--- src/rtl/cmp_pkg.sv ---
package cmp_pkg;
  localparam int MODE_W = 4;

  localparam logic [MODE_W-1:0] MC_OFF    = 4'b0000;
  localparam logic [MODE_W-1:0] MC_RSVD   = 4'b0001;
  localparam logic [MODE_W-1:0] MC_TOGGLE = 4'b0010;
  localparam logic [MODE_W-1:0] MC_SETHI  = 4'b1000;
  localparam logic [MODE_W-1:0] MC_CLRLO  = 4'b1001;
  localparam logic [MODE_W-1:0] MC_IRQ    = 4'b1010;
  localparam logic [MODE_W-1:0] MC_TRIG   = 4'b1011;

  // Modes in which a compare match has any effect
  function automatic logic is_cmp_mode(input logic [MODE_W-1:0] m);
    return (m == MC_TOGGLE) || (m == MC_SETHI) || (m == MC_CLRLO) ||
           (m == MC_IRQ)    || (m == MC_TRIG);
  endfunction

  // Modes in which the compare logic drives the pin
  function automatic logic owns_pin(input logic [MODE_W-1:0] m);
    return (m == MC_TOGGLE) || (m == MC_SETHI) || (m == MC_CLRLO);
  endfunction

  // Pin level applied on the first edge in a pin-driving mode
  function automatic logic entry_level(input logic [MODE_W-1:0] m);
    return (m == MC_CLRLO);
  endfunction
endpackage

--- src/rtl/cmp_mode_track.sv ---
module cmp_mode_track
  import cmp_pkg::*;
#(
  parameter int MW = MODE_W
) (
  input  logic          clk,
  input  logic          rst_n,
  input  logic [MW-1:0] mode_i,
  output logic [MW-1:0] mode_q,
  output logic          entry,
  output logic          active
);
  always_ff @(posedge clk or negedge rst_n) begin
    if (!rst_n) mode_q <= MC_OFF;
    else        mode_q <= mode_i;
  end

  assign entry  = (mode_i != mode_q);
  assign active = is_cmp_mode(mode_i);
endmodule

--- src/rtl/cmp_match_detect.sv ---
module cmp_match_detect #(
  parameter int TW = 16
) (
  input  logic          clk,
  input  logic          rst_n,
  input  logic [TW-1:0] timer_val,
  input  logic [TW-1:0] cmp_val,
  input  logic          enable,
  output logic          hit
);
  logic eq_now;
  logic eq_q;

  assign eq_now = (timer_val == cmp_val);

  always_ff @(posedge clk or negedge rst_n) begin
    if (!rst_n) eq_q <= 1'b0;
    else        eq_q <= eq_now;
  end

  // Only the first cycle of equality counts as a match
  assign hit = enable && eq_now && !eq_q;

  assert_once_per_match_R2: assert property (
    @(posedge clk) disable iff (!rst_n) hit |=> !hit
  );
endmodule

--- src/rtl/cmp_pin_drive.sv ---
module cmp_pin_drive
  import cmp_pkg::*;
#(
  parameter int MW = MODE_W
) (
  input  logic          clk,
  input  logic          rst_n,
  input  logic [MW-1:0] mode_i,
  input  logic          entry,
  input  logic          hit,
  output logic          pin_out,
  output logic          pin_oe
);
  logic pin_nxt;

  always_comb begin
    pin_nxt = pin_out;
    if (!owns_pin(mode_i)) begin
      pin_nxt = 1'b0;
    end else if (entry) begin
      pin_nxt = entry_level(mode_i);
    end else if (hit) begin
      case (mode_i)
        MC_TOGGLE: pin_nxt = !pin_out;
        MC_SETHI:  pin_nxt = 1'b1;
        MC_CLRLO:  pin_nxt = 1'b0;
        default:   pin_nxt = pin_out;
      endcase
    end
  end

  always_ff @(posedge clk or negedge rst_n) begin
    if (!rst_n) begin
      pin_out <= 1'b0;
      pin_oe  <= 1'b0;
    end else begin
      pin_out <= pin_nxt;
      pin_oe  <= owns_pin(mode_i);
    end
  end

  assert_released_pin_low_R1: assert property (
    @(posedge clk) disable iff (!rst_n) !pin_oe |-> !pin_out
  );

  assert_set_sticks_R4: assert property (
    @(posedge clk) disable iff (!rst_n)
      (mode_i == MC_SETHI && !entry && pin_out) |=> pin_out
  );
endmodule

--- src/rtl/cmp_event_gen.sv ---
module cmp_event_gen
  import cmp_pkg::*;
#(
  parameter int MW = MODE_W
) (
  input  logic          clk,
  input  logic          rst_n,
  input  logic [MW-1:0] mode_i,
  input  logic          active,
  input  logic          hit,
  input  logic          flag_clr,
  output logic          flag,
  output logic          sevt
);
  always_ff @(posedge clk or negedge rst_n) begin
    if (!rst_n) begin
      flag <= 1'b0;
      sevt <= 1'b0;
    end else begin
      if (!active)       flag <= 1'b0;
      else if (hit)      flag <= 1'b1;
      else if (flag_clr) flag <= 1'b0;
      sevt <= hit && (mode_i == MC_TRIG);
    end
  end

  assert_sevt_single_R7: assert property (
    @(posedge clk) disable iff (!rst_n) sevt |=> !sevt
  );

  assert_sevt_sets_flag_R7: assert property (
    @(posedge clk) disable iff (!rst_n) sevt |-> flag
  );
endmodule

--- src/rtl/cmp_match_unit.sv ---
module cmp_match_unit
  import cmp_pkg::*;
#(
  parameter int TW = 16,
  parameter int MW = MODE_W
) (
  input  logic          clk,
  input  logic          rst_n,
  input  logic [TW-1:0] timer_val,
  input  logic [TW-1:0] cmp_val,
  input  logic [MW-1:0] mode,
  input  logic          flag_clr,
  output logic          pin_out,
  output logic          pin_oe,
  output logic          flag,
  output logic          sevt
);
  logic [MW-1:0] mode_q;
  logic          entry;
  logic          active;
  logic          hit;

  cmp_mode_track #(.MW(MW)) u_mode (
    .clk    (clk),
    .rst_n  (rst_n),
    .mode_i (mode),
    .mode_q (mode_q),
    .entry  (entry),
    .active (active)
  );

  // A new mode never matches on its first edge
  cmp_match_detect #(.TW(TW)) u_match (
    .clk       (clk),
    .rst_n     (rst_n),
    .timer_val (timer_val),
    .cmp_val   (cmp_val),
    .enable    (active && !entry),
    .hit       (hit)
  );

  cmp_pin_drive #(.MW(MW)) u_pin (
    .clk     (clk),
    .rst_n   (rst_n),
    .mode_i  (mode),
    .entry   (entry),
    .hit     (hit),
    .pin_out (pin_out),
    .pin_oe  (pin_oe)
  );

  cmp_event_gen #(.MW(MW)) u_evt (
    .clk      (clk),
    .rst_n    (rst_n),
    .mode_i   (mode),
    .active   (active),
    .hit      (hit),
    .flag_clr (flag_clr),
    .flag     (flag),
    .sevt     (sevt)
  );

  assert_off_quiet_R1: assert property (
    @(posedge clk) disable iff (!rst_n)
      !is_cmp_mode(mode_q) |-> (!flag && !sevt && !pin_oe)
  );

  assert_no_entry_event_R9: assert property (
    @(posedge clk) disable iff (!rst_n)
      (mode != mode_q) |=> !sevt
  );
endmodule

--- config.mk ---
export PLATFORM = sky130hd
export DESIGN_NAME = cmp_match_unit
export DESIGN_NICKNAME = d
export VERILOG_FILES = /design/src/rtl/cmp_pkg.sv /design/src/rtl/cmp_mode_track.sv /design/src/rtl/cmp_match_detect.sv /design/src/rtl/cmp_pin_drive.sv /design/src/rtl/cmp_event_gen.sv /design/src/rtl/cmp_match_unit.sv
export SDC_FILE = /design/constraint.sdc
export NUM_CORES = 1
export LEC_CHECK = 0
export CAP_MARGIN = 20
export CORE_UTILIZATION = 36
export CTS_CLUSTER_DIAMETER = 200
export DETAILED_ROUTE_END_ITERATION = 7
export HOLD_SLACK_MARGIN = 0.05
export PLACE_DENSITY = 0.81
export SYNTH_ARGS = -nofsm -noshare
export SYNTH_HDL_FRONTEND = slang
export SYNTH_SLANG_ARGS = --single-unit
--- constraint.sdc ---
create_clock -name clk -period 2.5 [get_ports clk]
set_clock_uncertainty 0.05 [all_clocks]
set_input_delay 0.625 -clock clk [delete_from_list [all_inputs] [get_ports clk]]
set_output_delay 0.625 -clock clk [all_outputs]
set_load 0.01 [all_outputs]
==> reports/results.txt <==
Status: complete, no violations
Psw: 94.7 uW
Worst flop-to-flop path startpoint: u_mode.mode_q[1]
Hold_buf cts: 0
Mux contribution to synthesized area: 0
Synthesis-to-finish area growth: 80.7%
Clock network power share: 0.288
Setup TNS: 0 ns
Vias: 599
Post-synthesis simple-gate area fraction: 0.247
# IOs: 43
Critical path class: primary input to flip-flop
Gp weighted congestion: 0.714
Vias in the first global route: 612
Slew @ Worst Pin: 0.396 ns
Largest family of logic cells by synthesized area: XOR/XNOR gates
Max rail drop VDD: 0.191 mV
Worst path required time: 2.60 ns
XOR/XNOR Fraction of Synth Area: 0.294
Layout Cells excl Fill: 119
HP Start: u_evt.flag
R2R depth: 5
Clk Latency, worst-skew pair: 0.26 ns
Core area: 1520 um^2
Syn avg cell area: 10.9 um^2
Clock root buffer master: clkbuf_4
Die Ht: 42.7 um
Pint: 290 uW
Register area share after synthesis: 0.377
Util after Layout: 0.708
Count of pins over their slew limit: 0
Internal reg-to-reg setup slack: 0.94 ns
Tmin final: 2.08 ns
Post-CTS setup repair buffer count: 0
Post-Syn Nets: 94
Mapped cell area: 597 um^2
Syn Inst Count: 55
Fin crit share: 0.830
Worst-path clk slew: 0.06 ns
Routed WL per cell: 11.6 um
Distinct cells, synth: 18
DIE WIDTH: 42.7 um
Net count, final: 143
CTS tree: built
Compound-Gate Fraction of Synth Area: 0.0692
Pwr per Cell Area: 356 nW/um^2
Logic gate share of total power: 0.316
Diode count: 0
PostCTS Resize Cnt: 0
Total of max-cap violations: 0
Num rows: 14
DR iter-0 viols: 3
Hold WC Path Type: flip-flop to flip-flop
Sw frac: 0.246
Final Setup Violations: 0
TritonCTS Sinks: 9
Dpl hpwl: 1240 um
Largest net degree at the start of global routing: 10
Remaining DRCs: 0
Synth Warn #: 0
Commonest non-fill, non-tap cells in the layout: 42 x clkdlybuf4s50_1, 20 x xor2_1, 9 x dfrtp_1
H-tree Lvls: 1
Port bufs: 42
Critical path launch point type: primary input
Reg-to-Reg End: u_pin.pin_out
Total CTS buffers: 3
CP Max Fanout: 3
Crit. End Element: flip-flop
GRT Util Overall: 0.175
Maximum clock insertion buffer count: 2
Slew headroom: 0.735
Routed Antenna Nets: 0
DR pass1 iterations: 4
Global-route wire length before repair: 2390 um
Initial core utilization: 0.392
Max Freq: 0.482 GHz
Die Area: 1820 um^2
GRT Residual Overflow: 0
LEAKAGE: 0.000449 uW
Via density: 5.03
Antenna violations before repair: 0
Synth Area in Adders: 0
Share of power burned in registers: 0.396
Count of final hold-check violations: 0
Hold-critical path depth: 2
Worst Path Arrival: 2.18 ns
Fraction of layout cells with a size suffix above 1: 0.0971
Fill cells: 128
Hold EP: u_evt.flag
Most common cell after layout, fill and taps aside: clkdlybuf4s50_1
Yosys reg bits: 9
Placed cells: 115
RSZ-0062 raised after global routing: no
Total routed wirelength: 1380 um
-- per-layer routing --
metal	part of all wire	track usage	up-vias
li1	-	-	288
met1	0.34	0.169	263
met2	0.49	0.306	44
met3	0.14	0.0766	4
met4	0.020	0.0938	0
met5	0	0	-
-- state kept, by name, indices dropped and copies added, names as in the netlist --
signal	flops
u_mode.mode_q	4
u_match.eq_q	1
u_evt.sevt	1
u_pin.pin_oe	1
u_evt.flag	1
u_pin.pin_out	1
-- layout make-up --
cell class | instances | area (um^2) | share of cell area
Multi-Input combinational cell | 44 | 364 | 0.338
Clock buffer | 4 | 26.3 | 0.0244
Sequential cell | 9 | 225 | 0.209
Tap cell | 16 | 20.0 | 0.0186
Inverter | 2 | 7.51 | 0.00696
Timing Repair Buffer | 44 | 435 | 0.404
-- power groups by stage --
stage / logic (uW) / clock network, uW / registers [uW]
after CTS: 123 / 115 / 152
after floorplan: 41.2 / 0 / 155
after global placement: 120 / 0 / 155
after global routing: 132 / 122 / 152
final: 121 / 111 / 152
after detailed placement: 123 / 0 / 155
-- kinds of logic after synthesis --
group,after synthesis
flops,9
compound gates,6
buf+inv,2
xor+xnor,20
simple gates,18
-- cell usage after synthesis --
library cell  count  share of area
o21bai_1          1          0.013
or3_1             1          0.010
nand3b_1          2          0.025
o21ai_1           1         0.0084
nor2_1            2          0.013
o21ai_0           2          0.017
o41ai_1           1          0.015
xor2_1           20           0.29
nand4_1           1          0.010
nand3_1           1         0.0084
inv_1             2          0.013
nor3_1            1         0.0084
nor4_2            4          0.084
a41o_1            1          0.017
nor2b_1           2          0.021
dfrtp_1           9           0.38
nor4_4            1          0.036
nand2b_1          3          0.031
-- stage by stage --
| stage | power (uW) | hold WS [ns] | setup slack, ns | instance area, um^2 |
|---|---|---|---|---|
| after floorplan | 197 | 0.279 | 0.718 | 597 |
| after global placement | 275 | 0.494 | 0.183 | 1050 |
| after detailed placement | 278 | 0.478 | 0.148 | 1050 |
| after CTS | 391 | 0.488 | 0.424 | 1080 |
| after global routing | 406 | 0.524 | 0.293 | 1080 |
| final | 384 | 0.483 | 0.425 | 1080 |
-- worst max-delay path: stages --
cell and delay, ns:
clkdlybuf4s50_1 0.41, xor2_1 0.17, nor4_2 0.29, nand4_1 0.18, nand3b_1 0.24, a41o_1 0.26
-- how the worst max path moves through the flow --
| stage | start | endpoint | depth (start not counted) | slack, ns |
|---|---|---|---|---|
| global placement | cmp_val[9] | u_pin.pin_out | 6 | 0.18 |
| CTS | cmp_val[9] | u_pin.pin_out | 6 | 0.42 |
| floorplan | cmp_val[5] | u_pin.pin_out | 5 | 0.72 |
| finish | cmp_val[9] | u_pin.pin_out | 6 | 0.42 |
| global route | cmp_val[9] | u_pin.pin_out | 6 | 0.29 |
| detailed placement | cmp_val[9] | u_pin.pin_out | 6 | 0.15 |
Power figures use the tool's default switching activity.
